$ cat src/rtl/dre_pkg.sv
package dre_pkg;

    localparam int WORD_W  = 32;
    localparam int LEN_W   = 11;
    localparam int OWN_POS = 31;
    localparam int SOP_POS = 30;
    localparam int EOP_POS = 29;

    typedef enum logic [2:0] {
        ST_IDLE,
        ST_TX_FETCH,
        ST_TX_LOOK,
        ST_TX_XMIT,
        ST_TX_RETURN,
        ST_RX_FETCH,
        ST_RX_LOOK,
        ST_RX_FILL
    } dre_state_t;

    // Build a descriptor word; reserved bits are always zero.
    function automatic logic [WORD_W-1:0] pack_desc(
        input logic             own,
        input logic             sop,
        input logic             eop,
        input logic [LEN_W-1:0] len
    );
        logic [WORD_W-1:0] w;
        w              = '0;
        w[OWN_POS]     = own;
        w[SOP_POS]     = sop;
        w[EOP_POS]     = eop;
        w[LEN_W-1:0]   = len;
        return w;
    endfunction

endpackage

$ cat src/rtl/dre_ring_index.sv
module dre_ring_index #(
    parameter int DEPTH = 32,
    parameter int IW    = (DEPTH > 1) ? $clog2(DEPTH) : 1
) (
    input  logic          clk,
    input  logic          rst_n,
    input  logic          advance,
    output logic [IW-1:0] idx
);

    generate
        if ((1 << IW) == DEPTH) begin : g_pow2
            // Natural binary rollover equals the ring wrap.
            always_ff @(posedge clk) begin
                if (!rst_n)       idx <= '0;
                else if (advance) idx <= idx + 1'b1;
            end
        end else begin : g_cmp
            always_ff @(posedge clk) begin
                if (!rst_n)
                    idx <= '0;
                else if (advance)
                    idx <= (idx == IW'(DEPTH - 1)) ? '0 : idx + 1'b1;
            end
        end
    endgenerate

endmodule

$ cat src/rtl/dre_rx_meter.sv
module dre_rx_meter #(
    parameter int LW = 11
) (
    input  logic          clk,
    input  logic          rst_n,
    input  logic          rx_valid,
    input  logic          rx_last,
    input  logic          take,
    output logic          pend,
    output logic [LW-1:0] pend_len,
    output logic          overrun
);

    logic [LW-1:0] cnt;
    logic [LW-1:0] fin_len;
    logic          frame_end;

    assign frame_end = rx_valid && rx_last;
    assign fin_len   = (cnt == '1) ? cnt : cnt + 1'b1;

    always_ff @(posedge clk) begin
        if (!rst_n) begin
            cnt      <= '0;
            pend     <= 1'b0;
            pend_len <= '0;
            overrun  <= 1'b0;
        end else begin
            overrun <= 1'b0;
            if (rx_valid) begin
                if (rx_last)        cnt <= '0;
                else if (cnt != '1) cnt <= cnt + 1'b1;
            end
            if (frame_end) begin
                if (!pend || take) begin
                    pend     <= 1'b1;
                    pend_len <= fin_len;
                end else begin
                    overrun  <= 1'b1;
                end
            end else if (take) begin
                pend <= 1'b0;
            end
        end
    end

endmodule

$ cat src/rtl/desc_ring_engine.sv
module desc_ring_engine
    import dre_pkg::*;
#(
    parameter int ADDR_W     = 16,
    parameter int RING_DEPTH = 32,
    parameter int IDX_W      = $clog2(RING_DEPTH)
) (
    input  logic              clk,
    input  logic              rst_n,
    input  logic [ADDR_W-1:0] tx_ring_base,
    input  logic [ADDR_W-1:0] rx_ring_base,
    input  logic              tx_kick,
    input  logic              tx_irq_en,
    input  logic              rx_irq_en,
    input  logic              rx_drop_clr,
    output logic              mem_req,
    output logic              mem_we,
    output logic [ADDR_W-1:0] mem_addr,
    output logic [31:0]       mem_wdata,
    input  logic              mem_rvalid,
    input  logic [31:0]       mem_rdata,
    output logic              tx_req,
    output logic [10:0]       tx_len,
    output logic [IDX_W-1:0]  tx_slot,
    input  logic              tx_done,
    input  logic              rx_valid,
    input  logic              rx_last,
    output logic              tx_irq,
    output logic              rx_irq,
    output logic              rx_drop_sts
);

    dre_state_t state_q, state_d;

    logic [IDX_W-1:0] tx_idx, rx_idx;
    logic             tx_adv, rx_adv;
    logic             rx_pend, rx_take, rx_overrun;
    logic [LEN_W-1:0] rx_pend_len;
    logic             tx_pend_q;
    logic             tx_sop_q, tx_eop_q;
    logic [LEN_W-1:0] tx_len_q;
    logic             rd_own;
    logic             unused_rsvd;

    assign rd_own      = mem_rdata[OWN_POS];
    assign unused_rsvd = ^mem_rdata[EOP_POS-1:LEN_W];

    dre_ring_index #(.DEPTH(RING_DEPTH), .IW(IDX_W)) u_tx_idx (
        .clk(clk), .rst_n(rst_n), .advance(tx_adv), .idx(tx_idx)
    );

    dre_ring_index #(.DEPTH(RING_DEPTH), .IW(IDX_W)) u_rx_idx (
        .clk(clk), .rst_n(rst_n), .advance(rx_adv), .idx(rx_idx)
    );

    dre_rx_meter #(.LW(LEN_W)) u_meter (
        .clk(clk), .rst_n(rst_n),
        .rx_valid(rx_valid), .rx_last(rx_last), .take(rx_take),
        .pend(rx_pend), .pend_len(rx_pend_len), .overrun(rx_overrun)
    );

    // State register
    always_ff @(posedge clk) begin
        if (!rst_n) state_q <= ST_IDLE;
        else        state_q <= state_d;
    end

    // Next state
    always_comb begin
        state_d = state_q;
        unique case (state_q)
            ST_IDLE: begin
                if (rx_pend)        state_d = ST_RX_FETCH;
                else if (tx_pend_q) state_d = ST_TX_FETCH;
            end
            ST_TX_FETCH:  state_d = ST_TX_LOOK;
            ST_TX_LOOK: begin
                if (mem_rvalid) state_d = rd_own ? ST_TX_XMIT : ST_IDLE;
            end
            ST_TX_XMIT: begin
                if (tx_done) state_d = ST_TX_RETURN;
            end
            ST_TX_RETURN: state_d = ST_IDLE;
            ST_RX_FETCH:  state_d = ST_RX_LOOK;
            ST_RX_LOOK: begin
                if (mem_rvalid) state_d = rd_own ? ST_RX_FILL : ST_IDLE;
            end
            ST_RX_FILL:   state_d = ST_IDLE;
            default:      state_d = ST_IDLE;
        endcase
    end

    // Outputs of the current state
    always_comb begin
        mem_req   = 1'b0;
        mem_we    = 1'b0;
        mem_addr  = '0;
        mem_wdata = '0;
        tx_req    = 1'b0;
        rx_take   = 1'b0;
        tx_adv    = 1'b0;
        rx_adv    = 1'b0;
        unique case (state_q)
            ST_TX_FETCH: begin
                mem_req  = 1'b1;
                mem_addr = tx_ring_base + ADDR_W'(tx_idx);
            end
            ST_TX_XMIT: tx_req = 1'b1;
            ST_TX_RETURN: begin
                mem_req   = 1'b1;
                mem_we    = 1'b1;
                mem_addr  = tx_ring_base + ADDR_W'(tx_idx);
                mem_wdata = pack_desc(1'b0, tx_sop_q, tx_eop_q, tx_len_q);
                tx_adv    = 1'b1;
            end
            ST_RX_FETCH: begin
                mem_req  = 1'b1;
                mem_addr = rx_ring_base + ADDR_W'(rx_idx);
            end
            ST_RX_LOOK: rx_take = mem_rvalid && !rd_own;
            ST_RX_FILL: begin
                mem_req   = 1'b1;
                mem_we    = 1'b1;
                mem_addr  = rx_ring_base + ADDR_W'(rx_idx);
                mem_wdata = pack_desc(1'b0, 1'b1, 1'b1, rx_pend_len);
                rx_take   = 1'b1;
                rx_adv    = 1'b1;
            end
            default: ;
        endcase
    end

    assign tx_len  = tx_len_q;
    assign tx_slot = tx_idx;

    // Datapath registers
    always_ff @(posedge clk) begin
        if (!rst_n) begin
            tx_pend_q   <= 1'b0;
            tx_sop_q    <= 1'b0;
            tx_eop_q    <= 1'b0;
            tx_len_q    <= '0;
            tx_irq      <= 1'b0;
            rx_irq      <= 1'b0;
            rx_drop_sts <= 1'b0;
        end else begin
            if (tx_kick)
                tx_pend_q <= 1'b1;
            else if (state_q == ST_TX_LOOK && mem_rvalid && !rd_own)
                tx_pend_q <= 1'b0;

            if (state_q == ST_TX_LOOK && mem_rvalid) begin
                tx_sop_q <= mem_rdata[SOP_POS];
                tx_eop_q <= mem_rdata[EOP_POS];
                tx_len_q <= mem_rdata[LEN_W-1:0];
            end

            tx_irq <= (state_q == ST_TX_RETURN) && tx_irq_en;
            rx_irq <= (state_q == ST_RX_FILL) && rx_irq_en;

            if (rx_overrun || (state_q == ST_RX_LOOK && mem_rvalid && !rd_own))
                rx_drop_sts <= 1'b1;
            else if (rx_drop_clr)
                rx_drop_sts <= 1'b0;
        end
    end

endmodule

$ cat config.mk
export PLATFORM = sky130hd
export DESIGN_NAME = desc_ring_engine
export DESIGN_NICKNAME = d
export VERILOG_FILES = /design/src/rtl/dre_pkg.sv /design/src/rtl/dre_ring_index.sv /design/src/rtl/dre_rx_meter.sv /design/src/rtl/desc_ring_engine.sv
export SDC_FILE = /design/constraint.sdc
export NUM_CORES = 1
export LEC_CHECK = 0
export BUFFER_PORTS_ARGS = -buffer_cell sky130_fd_sc_hd__buf_2
export CORE_MARGIN = 2
export CORE_UTILIZATION = 50
export CTS_BUF_LIST = sky130_fd_sc_hd__clkbuf_2
export DETAILED_ROUTE_END_ITERATION = 10
export PLACE_DENSITY = 0.83
export SYNTH_ARGS = -nofsm -noshare
export SYNTH_HDL_FRONTEND = slang
export SYNTH_SLANG_ARGS = --single-unit
$ cat constraint.sdc
create_clock -name clk -period 2.9 [get_ports clk]
set_clock_uncertainty 0.1 [all_clocks]
set_input_delay 0.29 -clock clk [delete_from_list [all_inputs] [get_ports clk]]
set_output_delay 0.29 -clock clk [all_outputs]
set_load 0.05 [all_outputs]
==> metrics.txt <==
# TYPE chip_impl_metric gauge
chip_impl_metric{name="initial_utilization",unit=""} 0.514
chip_impl_metric{name="synth.yosys.seq_area_share",unit=""} 0.313
chip_impl_metric{name="design.die.area",unit="um2"} 7580
chip_impl_metric{name="numPortBuffers",unit=""} 106
chip_impl_metric{name="gr-total-overflow",unit=""} 0
chip_impl_metric{name="gp_congestion",unit=""} 0.872
chip_impl_info{name="worstHoldPathType",value="in -> reg"} 1
chip_impl_metric{name="grt_pass1_wl",unit="um"} 15100
chip_impl_metric{name="placement.setup.worst_slack",unit="ps"} 65.1
chip_impl_metric{name="worst_slew_margin_rel",unit=""} 0.542
chip_impl_info{name="grt_setup_unrepaired",value="true"} 1
chip_impl_metric{name="met2_track_demand_over_resource_in_global_routing",unit=""} 0.460
chip_impl_metric{name="setup_viol",unit=""} 5
chip_impl_metric{name="ys_ff_latch",unit=""} 54
chip_impl_metric{name="rows",unit=""} 30
chip_impl_metric{name="timing.hold.ws",unit="ps"} 32.7
chip_impl_metric{name="postSynthCellCount",unit=""} 427
chip_impl_metric{name="powerDensity",unit="nW/um2"} 404
chip_impl_metric{name="cts.reportedPaths.clkPinSlew",unit="ps"} 300
chip_impl_metric{name="final_critical_path_setup_slack",unit="ps"} -66.2
chip_impl_metric{name="via_count_of_the_first_global_routing_pass",unit=""} 3388
chip_impl_metric{name="core",unit="um2"} 6720
chip_impl_metric{name="postRouteWirelength",unit="um"} 9750
chip_impl_metric{name="worst_skew_pair.late_latency",unit="ps"} 480
chip_impl_metric{name="dr_total_vias",unit=""} 3565
chip_impl_metric{name="fin_crit",unit="ps"} 2970
chip_impl_metric{name="mean_instance_size_in_the_synthesized_netlist",unit="um2"} 8.08
chip_impl_metric{name="filler_cell_count",unit=""} 549
chip_impl_metric{name="io_pins",unit=""} 144
chip_impl_metric{name="power.share.combinational",unit=""} 0.330
chip_impl_metric{name="drt_first_pass_iters",unit=""} 5
chip_impl_metric{name="first_drt_iteration_drcs",unit=""} 196
chip_impl_metric{name="timing.critical_path.arrival",unit="ps"} 2580
chip_impl_metric{name="hold_violations",unit=""} 0
chip_impl_metric{name="netlist_area",unit="um2"} 3450
chip_impl_info{name="cp-start-kind",value="flip-flop"} 1
chip_impl_metric{name="leakage",unit="nW"} 2.01
chip_impl_metric{name="vdd_ir_drop_max",unit="mV"} 0.274
chip_impl_info{name="status",value="finished, violations left"} 1
chip_impl_info{name="criticalPathCategory",value="reg -> out"} 1
chip_impl_metric{name="worst_ep_required_time",unit="ps"} 2510
chip_impl_metric{name="drtAntennaViolNets",unit=""} 0
chip_impl_metric{name="fin_crit_sh",unit=""} 1.02
chip_impl_metric{name="synth_cell_type_count",unit=""} 52
chip_impl_metric{name="critical_path.max_fanout",unit=""} 5
chip_impl_metric{name="dieHeight",unit="um"} 87.1
chip_impl_metric{name="grt_antenna_before_repair",unit=""} 0
chip_impl_metric{name="post-dp-hpwl",unit="um"} 6640
chip_impl_info{name="grt_busiest_layer",value="met2"} 1
chip_impl_metric{name="final-max-slew-violation-count",unit=""} 0
chip_impl_metric{name="routed_wire_length_per_instance",unit="um"} 15.6
chip_impl_metric{name="netSwitchingPower",unit="mW"} 0.695
chip_impl_metric{name="synth_async_sr_flop_share",unit=""} 0
chip_impl_metric{name="avgViaCountPerCell",unit=""} 5.69
chip_impl_info{name="synth_largest_area_cell",value="sky130_fd_sc_hd__dfxtp_1"} 1
chip_impl_metric{name="setup.reg_to_reg.worst_slack",unit="ps"} 800
chip_impl_metric{name="p_int",unit="mW"} 1.12
chip_impl_info{name="cts_tree",value="built"} 1
chip_impl_info{name="yosysMostFrequentCell",value="sky130_fd_sc_hd__dfxtp_1"} 1
chip_impl_info{name="end_kind",value="output pin"} 1
chip_impl_metric{name="cts.path.max_buffers",unit=""} 2
chip_impl_info{name="post_synth_main_area_contributors",value="sky130_fd_sc_hd__dfxtp_1 (31%), sky130_fd_sc_hd__xor2_1 (7.9%), sky130_fd_sc_hd__nand2_1 (5.0%)"} 1
chip_impl_metric{name="grt_max_degree",unit=""} 22
chip_impl_metric{name="synth_top_area_frac",unit=""} 0.313
chip_impl_metric{name="cts_inserted_buffers",unit=""} 5
chip_impl_metric{name="power.share.clock",unit=""} 0.227
chip_impl_metric{name="drt_drc_violations_left",unit=""} 0
chip_impl_metric{name="proportion_of_layout_cells_with_a_drive_suffix_above_1",unit=""} 0.309
chip_impl_metric{name="seqPwrFrac",unit=""} 0.444
chip_impl_metric{name="worst-slew-pin-transition",unit="ps"} 685
chip_impl_metric{name="maxCapViolations",unit=""} 0
chip_impl_info{name="synth_top_flop_cell",value="sky130_fd_sc_hd__dfxtp_1"} 1
chip_impl_metric{name="sw_frac_of_total",unit=""} 0.384
chip_impl_metric{name="grt_use_total",unit=""} 0.248
chip_impl_metric{name="groute.layer.met1.usage",unit=""} 0.285
chip_impl_metric{name="utilization",unit=""} 0.666
chip_impl_metric{name="insertedDiodeCount",unit=""} 0
chip_impl_metric{name="cts_htree_levels",unit=""} 2
chip_impl_info{name="violations",value="negative setup slack"} 1
chip_impl_metric{name="synth.yosys.warnings",unit=""} 0
chip_impl_metric{name="met3_routing_resource_usage_after_global_routing",unit=""} 0.0521
chip_impl_info{name="ys_top_cells_by_count",value="sky130_fd_sc_hd__dfxtp_1 (54), sky130_fd_sc_hd__nand2_1 (46), sky130_fd_sc_hd__a21oi_1 (31), sky130_fd_sc_hd__xor2_1 (31), sky130_fd_sc_hd__nor2_1 (27)"} 1
chip_impl_metric{name="highest_achievable_clock_rate",unit="MHz"} 337
chip_impl_info{name="cts_root_buf",value="sky130_fd_sc_hd__clkbuf_2"} 1
chip_impl_metric{name="area_delta_synth_final",unit="%"} 29.8
chip_impl_metric{name="tritoncts_num_sinks",unit=""} 54
chip_impl_metric{name="synth-edff-count",unit=""} 0
chip_impl_metric{name="die_width",unit="um"} 87.1
chip_impl_metric{name="nNetsFinal",unit=""} 635
==> cells in the final DEF, fill, tap and decap left out, drive strengths merged, types with 2 or more instances in the layout <==
master,netlist,final
nand2b,3,3
a211oi,4,4
mux2i,3,3
dlygate4sd3,0,19
clkbuf,12,6
a21o,8,8
nand4,12,12
nor3,4,4
a21oi,32,32
nor2b,4,4
xnor2,14,14
inv,8,10
buf,29,115
o21ai,28,28
and3b,2,2
nor2,27,27
o31ai,3,3
nand3,18,18
conb,1,19
xor2,31,31
a31oi,8,8
o22ai,16,16
or2,2,2
nor3b,3,3
o21bai,2,2
and3,10,10
dfxtp,54,54
and4,5,5
fa,2,2
ha,13,13
a22o,11,11
nand2,46,46
==> final timing paths <==
path                           startpoint                            to  depth (start not counted)
max          u_tx_idx.idx[0]$_SDFFE_PN0N_                  mem_addr[10]                          8
min                         mem_rdata[31]      rx_drop_sts$_SDFFE_PN0P_                          4
max reg2reg       state_q[2]$_SDFFE_PN0P_  u_rx_idx.idx[3]$_SDFFE_PN0N_                          5
min reg2reg         tx_sop_q$_SDFFE_PN0P_         tx_sop_q$_SDFFE_PN0P_                          2
==> cells by family after synthesis <==
logic type,after synthesis,share of synthesized area
adder cells (fa/ha/maj),15,0.0587
buffers and inverters,49,0.0790
XOR/XNOR,45,0.114
other,1,0.00109
AO/OA/AOI/OAI,120,0.220
flip-flops,54,0.313
multiplexers,3,0.00870
AND/OR/NAND/NOR,140,0.205
==> layout make-up <==
| class | instances | area, um2 | area share |
|---|---|---|---|
| multi-input cells | 342 | 2340 | 0.522 |
| clock buffers | 5 | 25.0 | 0.00559 |
| clock inverters | 3 | 47.5 | 0.0106 |
| repair buffers | 135 | 847 | 0.189 |
| flip-flops and latches | 54 | 1090 | 0.244 |
| inverters | 8 | 30.0 | 0.00671 |
| well taps | 80 | 100 | 0.0224 |
==> timing repair <==
action	CTS	global route
endpoints found under the hold margin	19	0
hold buffers	19	0
pin swaps	8	11
endpoints found under the setup margin	11	24
setup buffers	3	3
gates resized for setup	27	25
==> power groups by stage <==
stage	clock network (mW)	registers (mW)	logic [mW]
2_1_floorplan	0	0.824	0.405
3_3_place_gp	0	0.814	0.519
3_5_place_dp	0	0.815	0.526
4_1_cts	0.417	0.802	0.571
5_1_grt	0.444	0.809	0.632
6_report	0.410	0.803	0.597
==> sequential cells by signal, summed over array words and instances, names as in the netlist <==
register / cells
tx_len: 11
u_meter.cnt: 11
u_meter.pend_len: 11
u_rx_idx.idx: 5
u_tx_idx.idx: 5
state_q: 3
rx_drop_sts: 1
rx_irq: 1
tx_eop_q: 1
tx_irq: 1
tx_pend_q: 1
tx_sop_q: 1
u_meter.overrun: 1
u_meter.pend: 1
==> critical path: stages (launching register included) <==
cell and delay [ps]:
sky130_fd_sc_hd__dfxtp_4 420, sky130_fd_sc_hd__ha_4 160, sky130_fd_sc_hd__fa_2 340, sky130_fd_sc_hd__a211o_1 340, sky130_fd_sc_hd__a21oi_4 230, sky130_fd_sc_hd__nor3_2 70, sky130_fd_sc_hd__xnor2_1 240, sky130_fd_sc_hd__o22ai_2 110
sky130_fd_sc_hd__buf_6 180
==> per-layer routing <==
| metal | wire, um | vias up |
|---|---|---|
| li1 | - | 1724 |
| met1 | 3830 | 1676 |
| met2 | 4990 | 144 |
| met3 | 727 | 21 |
| met5 | 0 | - |
| met4 | 204 | 0 |
==> metrics by stage <==
step	std cells	power, mW	setup TNS, ps	cell area (um2)
6_report	627	1.81	-195	4480
3_5_place_dp	594	1.34	0	4000
2_1_floorplan	445	1.23	0	3580
4_1_cts	624	1.79	-307	4370
5_1_grt	627	1.89	-887	4480
3_3_place_gp	594	1.33	0	4000
No activity file was read; power rests on OpenSTA's default activity.
